$ cat config.mk
export PLATFORM = sky130hd
export DESIGN_NAME = desc_poll_timer
export DESIGN_NICKNAME = d
export VERILOG_FILES = /design/src/rtl/desc_poll_pkg.sv /design/src/rtl/desc_poll_dp.sv /design/src/rtl/desc_poll_ctrl.sv /design/src/rtl/desc_poll_timer.sv
export SDC_FILE = /design/constraint.sdc
export NUM_CORES = 1
export LEC_CHECK = 0
export ABC_AREA = 1
export ABC_CLOCK_PERIOD_IN_PS = 5200
export BUFFER_PORTS_ARGS = -buffer_cell sky130_fd_sc_hd__buf_2
export CORE_MARGIN = 2
export CORE_UTILIZATION = 35
export DETAILED_ROUTE_END_ITERATION = 10
export SLEW_MARGIN = 20
export SYNTH_ARGS = -nofsm -noshare
export SYNTH_HDL_FRONTEND = slang
export SYNTH_SLANG_ARGS = --single-unit
$ cat constraint.sdc
create_clock -name clk -period 5.2 [get_ports clk]
set_clock_uncertainty 0.2 [all_clocks]
set_input_delay 1.04 -clock clk [delete_from_list [all_inputs] [get_ports clk]]
set_output_delay 1.04 -clock clk [all_outputs]
set_load 0.005 [all_outputs]
$ cat src/rtl/desc_poll_pkg.sv
package desc_poll_pkg;

  localparam int TMO_W   = 4;
  localparam int NUM_DIR = 2;
  localparam int DIR_TX  = 0;
  localparam int DIR_RX  = 1;

  // stored per-direction configuration
  typedef struct packed {
    logic [TMO_W-1:0] tmo;
    logic             longSel;
  } dirCfg_t;

  // strobes and settings from control to one timer datapath
  typedef struct packed {
    logic             restart;
    logic             run;
    logic             longSel;
    logic [TMO_W-1:0] tmo;
  } tmrCtl_t;

endpackage

$ cat src/rtl/desc_poll_dp.sv
module desc_poll_dp
  import desc_poll_pkg::*;
#(
  parameter int NORM_TICKS = 512,
  parameter int LONG_TICKS = 8192,
  parameter int SLOW_MULT  = 10
) (
  input  logic    clk,
  input  logic    rstN,
  input  logic    bitTick,
  input  logic    linkFast,
  input  tmrCtl_t ctl,
  output logic    expire
);

  localparam int MAX_TICKS = LONG_TICKS * SLOW_MULT;
  localparam int PRE_W     = $clog2(MAX_TICKS + 1);
  localparam logic [PRE_W-1:0] LAST_NF = PRE_W'(NORM_TICKS - 1);
  localparam logic [PRE_W-1:0] LAST_NS = PRE_W'(NORM_TICKS * SLOW_MULT - 1);
  localparam logic [PRE_W-1:0] LAST_LF = PRE_W'(LONG_TICKS - 1);
  localparam logic [PRE_W-1:0] LAST_LS = PRE_W'(LONG_TICKS * SLOW_MULT - 1);

  logic [PRE_W-1:0] preCnt;
  logic [TMO_W-1:0] cycCnt;
  logic [PRE_W-1:0] lastIdx;
  logic             tickLast;
  logic             periodDone;

  // cycle length chosen by select and link speed
  always_comb begin
    case ({ctl.longSel, linkFast})
      2'b00:   lastIdx = LAST_NS;
      2'b01:   lastIdx = LAST_NF;
      2'b10:   lastIdx = LAST_LS;
      default: lastIdx = LAST_LF;
    endcase
  end

  // >= keeps a speed change mid-cycle from overshooting
  assign tickLast   = bitTick && (preCnt >= lastIdx);
  assign periodDone = ({1'b0, cycCnt} + 1'b1) >= {1'b0, ctl.tmo};
  assign expire     = ctl.run && tickLast && periodDone;

  always_ff @(posedge clk) begin
    if (!rstN) begin
      preCnt <= '0;
      cycCnt <= '0;
    end else if (ctl.restart || !ctl.run) begin
      preCnt <= '0;
      cycCnt <= '0;
    end else if (bitTick) begin
      if (tickLast) begin
        preCnt <= '0;
        cycCnt <= periodDone ? '0 : cycCnt + 1'b1;
      end else begin
        preCnt <= preCnt + 1'b1;
      end
    end
  end

  AST_IDLE_NO_EXPIRE: assert property (@(posedge clk) disable iff (!rstN)
    (ctl.tmo == '0) |-> !expire);
  AST_RESTART_CLEARS: assert property (@(posedge clk) disable iff (!rstN)
    ctl.restart |=> (preCnt == '0 && cycCnt == '0));
  AST_CYC_BELOW_TMO: assert property (@(posedge clk) disable iff (!rstN)
    ctl.run |-> (cycCnt < ctl.tmo));

endmodule

$ cat src/rtl/desc_poll_ctrl.sv
module desc_poll_ctrl
  import desc_poll_pkg::*;
#(
  parameter int TX_TMO_RST = 0,
  parameter int RX_TMO_RST = 1
) (
  input  logic                          clk,
  input  logic                          rstN,
  input  logic                          cfgWe,
  input  dirCfg_t [NUM_DIR-1:0]         cfgNew,
  input  logic    [NUM_DIR-1:0]         demand,
  input  logic    [NUM_DIR-1:0]         ack,
  input  logic    [NUM_DIR-1:0]         expire,
  output tmrCtl_t [NUM_DIR-1:0]         tmrCtl,
  output logic    [NUM_DIR-1:0]         pollReq
);

  dirCfg_t [NUM_DIR-1:0] cfgQ;

  for (genvar d = 0; d < NUM_DIR; d++) begin : g_dir
    localparam int RST_TMO = (d == DIR_TX) ? TX_TMO_RST : RX_TMO_RST;

    logic cfgChg;
    logic trigger;

    assign cfgChg  = cfgWe && (cfgNew[d] != cfgQ[d]);
    assign trigger = demand[d] || expire[d];

    always_ff @(posedge clk) begin
      if (!rstN) begin
        cfgQ[d] <= '{tmo: TMO_W'(RST_TMO), longSel: 1'b0};
      end else if (cfgWe) begin
        cfgQ[d] <= cfgNew[d];
      end
    end

    // new trigger wins over a coincident acknowledge
    always_ff @(posedge clk) begin
      if (!rstN) begin
        pollReq[d] <= 1'b0;
      end else begin
        pollReq[d] <= (pollReq[d] && !ack[d]) || trigger;
      end
    end

    always_comb begin
      tmrCtl[d].restart = demand[d] || cfgChg;
      tmrCtl[d].run     = (cfgQ[d].tmo != '0);
      tmrCtl[d].longSel = cfgQ[d].longSel;
      tmrCtl[d].tmo     = cfgQ[d].tmo;
    end

    AST_REQ_HOLD: assert property (@(posedge clk) disable iff (!rstN)
      (pollReq[d] && !ack[d]) |=> pollReq[d]);
    AST_ACK_DROP: assert property (@(posedge clk) disable iff (!rstN)
      (pollReq[d] && ack[d] && !demand[d] && !expire[d]) |=> !pollReq[d]);
    AST_DEMAND_REQ: assert property (@(posedge clk) disable iff (!rstN)
      demand[d] |=> pollReq[d]);
    AST_EXPIRE_REQ: assert property (@(posedge clk) disable iff (!rstN)
      expire[d] |=> pollReq[d]);
    AST_OFF_QUIET: assert property (@(posedge clk) disable iff (!rstN)
      (cfgWe && cfgNew[d].tmo == '0) |=> !expire[d]);
  end

endmodule

$ cat src/rtl/desc_poll_timer.sv
module desc_poll_timer
  import desc_poll_pkg::*;
#(
  parameter int NORM_TICKS = 512,
  parameter int LONG_TICKS = 8192,
  parameter int SLOW_MULT  = 10,
  parameter int TX_TMO_RST = 0,
  parameter int RX_TMO_RST = 1
) (
  input  logic             clk,
  input  logic             rstN,
  input  logic             bitTick,
  input  logic             linkFast,
  input  logic             cfgWe,
  input  logic [TMO_W-1:0] cfgTxTmo,
  input  logic             cfgTxLong,
  input  logic [TMO_W-1:0] cfgRxTmo,
  input  logic             cfgRxLong,
  input  logic             txDemand,
  input  logic             rxDemand,
  input  logic             txPollAck,
  input  logic             rxPollAck,
  output logic             txPollReq,
  output logic             rxPollReq
);

  dirCfg_t [NUM_DIR-1:0] cfgNew;
  tmrCtl_t [NUM_DIR-1:0] tmrCtl;
  logic    [NUM_DIR-1:0] expire;
  logic    [NUM_DIR-1:0] pollReq;
  logic    [NUM_DIR-1:0] demand;
  logic    [NUM_DIR-1:0] ack;

  assign cfgNew[DIR_TX] = '{tmo: cfgTxTmo, longSel: cfgTxLong};
  assign cfgNew[DIR_RX] = '{tmo: cfgRxTmo, longSel: cfgRxLong};
  assign demand[DIR_TX] = txDemand;
  assign demand[DIR_RX] = rxDemand;
  assign ack[DIR_TX]    = txPollAck;
  assign ack[DIR_RX]    = rxPollAck;
  assign txPollReq      = pollReq[DIR_TX];
  assign rxPollReq      = pollReq[DIR_RX];

  desc_poll_ctrl #(
    .TX_TMO_RST(TX_TMO_RST),
    .RX_TMO_RST(RX_TMO_RST)
  ) ctrl_i (
    .clk    (clk),
    .rstN   (rstN),
    .cfgWe  (cfgWe),
    .cfgNew (cfgNew),
    .demand (demand),
    .ack    (ack),
    .expire (expire),
    .tmrCtl (tmrCtl),
    .pollReq(pollReq)
  );

  for (genvar d = 0; d < NUM_DIR; d++) begin : g_tmr
    desc_poll_dp #(
      .NORM_TICKS(NORM_TICKS),
      .LONG_TICKS(LONG_TICKS),
      .SLOW_MULT (SLOW_MULT)
    ) dp_i (
      .clk     (clk),
      .rstN    (rstN),
      .bitTick (bitTick),
      .linkFast(linkFast),
      .ctl     (tmrCtl[d]),
      .expire  (expire[d])
    );
  end

endmodule

# After elaboration in Yosys (flattened, before gate mapping)
# Index checks and enable logic that the tools add are counted.
# Widths: inputs -> output; s select.
# classes
addsub	6
n_lt_le_gt_ge	4
eq_ne	6
mux	6
bitwise	1
n_reduce_logical	30
# op_table
op	n
$pmux 17 s3	2
$add 17x1->17 const B	2
$ge 17x17->1	2
$mux 17	2
$add 4x1->5 const B	2
$ge 5x4->1	2
$logic_and 1x1->1	10
$ne 5x5->1	2
$add 4x1->4 const B	2
$logic_or 1x1->1	8
$mux 4	2
$reduce_bool 4->1	2
$eq 2x1->1 const B	2
$eq 2x2->1 const B	2
$logic_not 1->1	4
$logic_not 2->1	2
$reduce_and 2->1	2
$reduce_or 2->1	2
$not 1->1	1
# word_totals
register_bits	54
input_bits	19
out_inout_bits	2
elab_cells	63

# Longest topological paths before layout
# depth
ltp_word	8
depth_mapped	15
ltp_nobuf	15

# Hierarchy
# From an unflattened synthesis, not the netlist that was laid out.
# unflattened
cells_unflattened	482
area_unflattened_um2	3328.2
# by_module_without_submodules
module	n_inst	cells_per_inst	area_each_um2	seq_area_each_um2
desc_poll_dp	2	189	1346.3	420.4
desc_poll_ctrl	1	104	635.6	240.2

# Worst setup path after synthesis
# Ideal clock, no wire load.
# synth_timing
path_kind	in2reg
from	input linkFast
to	register g_tmr[0].dp_i.preCnt[8]
setup_time_ps	119
t_arrival_ps	2322
required_time_ps	4881
setup_slack_ps	2560
path_stages	14
n_path_buf	1
cell_sequence	inv_1 > nand2_1 > ha_1 > nand2_1 > nand3b_1 > nor2_1 > nand3_1 > nand2_1 > inv_2 > nand2_4 > nand2_4 > nand2_4 > buf_12 > nor2_2
# synth_between
elab_chain_len	5
word_cells_on_any_way	7
cone_classes	1 x order compare; 2 x eq/ne; 2 x mux; 2 x reduce/logical
# synth_rtl
element	line	source
start: declaration	desc_poll_timer.sv:13	input logic linkFast,
$eq 2x2->1 (tied with other cells)	desc_poll_dp.sv:31	case ({ctl.longSel, linkFast})
$pmux 17 s3 *	desc_poll_dp.sv:31	
$ge 17x17->1 *	desc_poll_dp.sv:40	assign tickLast = bitTick && (preCnt >= lastIdx);
$logic_and 1x1->1 *	desc_poll_dp.sv:40	
$mux 17 *	desc_poll_dp.sv:52	if (tickLast) begin
end signal: assignment	desc_poll_dp.sv:56	preCnt <= preCnt + 1'b1;
end: declaration	desc_poll_dp.sv:23	logic [PRE_W-1:0] preCnt;
# Every way passes the cells marked *; elsewhere a longest branch is shown, timed or not.
# A chain may end at the register's enable or synchronous reset.

# Worst setup path after layout
# layout_timing
from	input linkFast
to	register g_tmr[0].dp_i.preCnt[0]
# Same word-level chain as after synthesis.

==> results by group <==
Power
  – Clock Power Share: 0.313
  – LEAKAGE: 1.59 nW
  – Comb pwr share: 0.106
  – Power Internal: 0.544 mW
  – Total Power: 0.736 mW
  – Flop pwr share: 0.581
  – Switching pwr: 0.192 mW
  – PwrDens: 198 nW/µm²
  – Worst IR Drop VDD: 0.000108 V
  – Sw Ratio: 0.261

Min path
  – HP Start: g_tmr[0].dp_i.preCnt[3]$_SDFFE_PP0P_
  – Worst min-delay path category: register to register
  – WHS Endpoint: g_tmr[0].dp_i.preCnt[3]$_SDFFE_PP0P_
  – Hold Path Cell Cnt: 2

Die
  – Core Rows: 36
  – Initial Util: 0.356
  – I/O pins: 21
  – Die footprint: 10600 µm²
  – Core Area: 9640 µm²
  – Die width: 103 µm
  – Die Y-Extent: 103 µm

Cells and area
  – Inserted Diodes: 0
  – Nets: 562
  – Fillers: 1041
  – Share of layout cells above drive strength 1: 0.120
  – Final Instance Area: 3710 µm²
  – Synth-to-Final Area Change: 8.20%

Timing
  – Unrepaired setup endpoints after global routing: no
  – Max frequency: 0.386 GHz
  – Post-layout min period: 2.59 ns
  – Final setup vio count: 0
  – Final Hold Fails: 0
  – Worst Max-Slew Pin Slew: 0.517 ns
  – Worst rel slew slack: 0.655
  – Slew Viols, Final: 0
  – Period utilization: 0.499
  – Final setup TNS: 0 ns
  – Hold_ws: 0.292 ns

Drt
  – Antenna Nets Post-Route: 0
  – Vias per Instance: 4.46
  – Highest routed metal layer: met4
  – Iter 0 DRT Violations: 100
  – Pre-antenna DRT Iters: 4
  – DRT met1 WL: 3550 µm
  – Met2 WL: 3220 µm
  – Residual DRC: 0
  – Via count: 2927
  – DR WL/cell: 10.5 µm
  – WL met3: 93 µm
  – Final WL: 6900 µm

Placement
  – PortBufs: 20
  – HPWL after detailed placement: 5390 µm
  – GP Congestion: 0.826
  – Placed inst area: 3630 µm²

Setup path
  – CP startpoint kind: primary input
  – Reg2reg setup slack: 3.00 ns
  – Crit-path cells: buf_2 -> inv_1 -> nand2_1 -> ha_1 -> nand2_1 -> nand3b_1 -> nor2_1 -> nand3_1 -> nand2_1 -> inv_2 -> nand2_4 -> nand2_4 -> nand2_4 -> a21oi_1
  – CP max FO: 14
  – Largest stage delay, worst path: 0.33 ns
  – Reg-to-reg endpoint: g_tmr[0].dp_i.cycCnt[3]$_SDFFE_PP0P_
  – RR Startpoint: g_tmr[0].dp_i.cycCnt[0]$_SDFFE_PP0P_
  – Crit-path slowest cell: ha_1
  – Worst Path Arrival: 2.58 ns
  – Critical path type: primary input to register
  – CP required: 5.19 ns
  – R2R cell count: 11
  – Worst Setup End Kind: register

Synthesis
  – Sequential cell area fraction in the yosys report: 0.315
  – Yosys reg bits: 54
  – Yosys cell types: 32
  – Post-Syn Area: 3430 µm²
  – Avg Cell Area, Syn: 6.82 µm²
  – Yosys warnings: 0
  – Post-Syn Nets: 542
  – Mapped Cells: 503

Flow run
  – Max-Cap Viols: 0

GRT
  – Largest net degree at the start of global routing: 19
  – First-pass GRT wire length: 12600 µm
  – Initial antenna violation count: 0
  – GRT Overall Usage: 0.145
  – Vias in the first global route: 2912
  – Overflow after GRT: 0

CTS
  – Deepest clock path buffer count: 2
  – CTS Buf Count: 5
  – Root buf cell: clkbuf_8
  – Clk_lat worst skew: 0.30 ns
  – Resize count post-CTS: 0
  – H-Tree Depth: 2
  – Setup Fix Bufs, Post-CTS: 0
  – TritonCTS clock tree: built
  – Clock transition at path regs: 0.09 ns
  – Clock sink count: 54
  – Hold Buf Count CTS: 0

Status
  – Status: complete, no violations
==> metal layers <==
| metal | global-route usage | vias to the layer above |
|---|---|---|
| met2 | 0.247 | 10 |
| met3 | 0.0251 | 2 |
| met1 | 0.192 | 1301 |
| li1 | - | 1614 |
| met4 | 0.0304 | 0 |
| met5 | 0 | - |
==> stage by stage <==
stage / setup slack (ns) / utilization / cells
floorplan: 2.56 / - / 503
global placement: 2.33 / 0.377 / 649
detailed placement: 2.27 / 0.377 / 649
CTS: 2.61 / 0.385 / 656
global route: 2.43 / 0.385 / 656
finish: 2.61 / 0.385 / 656
==> power by group through the flow <==
stage | Combinational (mW) | Clock, mW | Sequential, mW
floorplan | 0.0605 | 0 | 0.435
global placement | 0.0773 | 0 | 0.437
detailed placement | 0.0791 | 0 | 0.437
CTS | 0.0793 | 0.239 | 0.428
global route | 0.0898 | 0.257 | 0.429
finish | 0.0782 | 0.230 | 0.428
==> Yosys cell counts, drive strengths merged <==
cell    instances  area [µm²]
buf             5        57.6
nor3           10        50.1
nor2           86         385
nand2         116         480
clkbuf          2        7.51
ha             20         250
nor2b           1        6.26
o22ai           2        12.5
nand2b          4        25.0
nor3b           1        7.51
xor2           16         140
a21oi          25         136
xnor2          10        87.6
o21ai          19        95.1
dfxtp          54        1080
inv            79         299
nand3          35         190
nand4          10        62.6
nand3b          2        15.0
o21bai          4        30.0
or2             2        12.5
==> worst max-delay path: cells and delay by family <==
family                   cells  cell delay [ns]
buffers and inverters        3             0.23
AO/OA/AOI/OAI                1             0.06
adder cells (fa/ha/maj)      1             0.33
AND/OR/NAND/NOR              9             0.90
==> registers in the layout (all words and copies together), names as in the netlist <==
signal / flops
g_tmr.dp_i.cycCnt: 8
g_tmr.dp_i.preCnt: 34
ctrl_i.tmrCtl: 10
ctrl_i.pollReq: 2
==> worst max-delay path by stage <==
| stage | startpoint | to | cells after the start |
|---|---|---|---|
| floorplan | linkFast | g_tmr[0].dp_i.preCnt[8]$_SDFFE_PP0P_ | 14 |
| global placement | linkFast | g_tmr[0].dp_i.preCnt[1]$_SDFFE_PP0P_ | 14 |
| detailed placement | linkFast | g_tmr[0].dp_i.preCnt[1]$_SDFFE_PP0P_ | 14 |
| CTS | linkFast | g_tmr[0].dp_i.preCnt[1]$_SDFFE_PP0P_ | 14 |
| global route | linkFast | g_tmr[0].dp_i.preCnt[2]$_SDFFE_PP0P_ | 14 |
| finish | linkFast | g_tmr[0].dp_i.preCnt[0]$_SDFFE_PP0P_ | 14 |
==> final cells by class <==
| type | instances | area [µm²] | share of cell area |
|---|---|---|---|
| clock buffers | 6 | 72.6 | 0.0195 |
| clock inverters | 1 | 7.51 | 0.00202 |
| inverters | 79 | 299 | 0.0805 |
| multi-input cells | 363 | 1990 | 0.535 |
| flip-flops and latches | 54 | 1080 | 0.291 |
| well taps | 133 | 166 | 0.0448 |
| repair buffers | 20 | 100 | 0.0270 |
==> layout by cell type, fill, tap and decap left out, drive strengths merged <==
cell type and n:
nand2 116, nor2 86, inv 79, dfxtp 54, nand3 35, a21oi 25, ha 20, buf 20
o21ai 19, xor2 16, xnor2 10, nand4 10, nor3 10, clkbuf 6, o21bai 4, nand2b 4
nand3b 2, o22ai 2, or2 2, nor2b 1, nor3b 1, clkinvlp 1
==> cells by family after synthesis <==
family / after synthesis / synth area share
adders and majority gates: 20 / 0.0729
xor gates and xnor gates: 26 / 0.0663
AOI/OAI and AO/OA: 50 / 0.0798
DFF: 54 / 0.315
and+or+nand+nor: 267 / 0.360
buffers and inverters: 86 / 0.106
No activity file was read; power rests on OpenSTA's default activity.
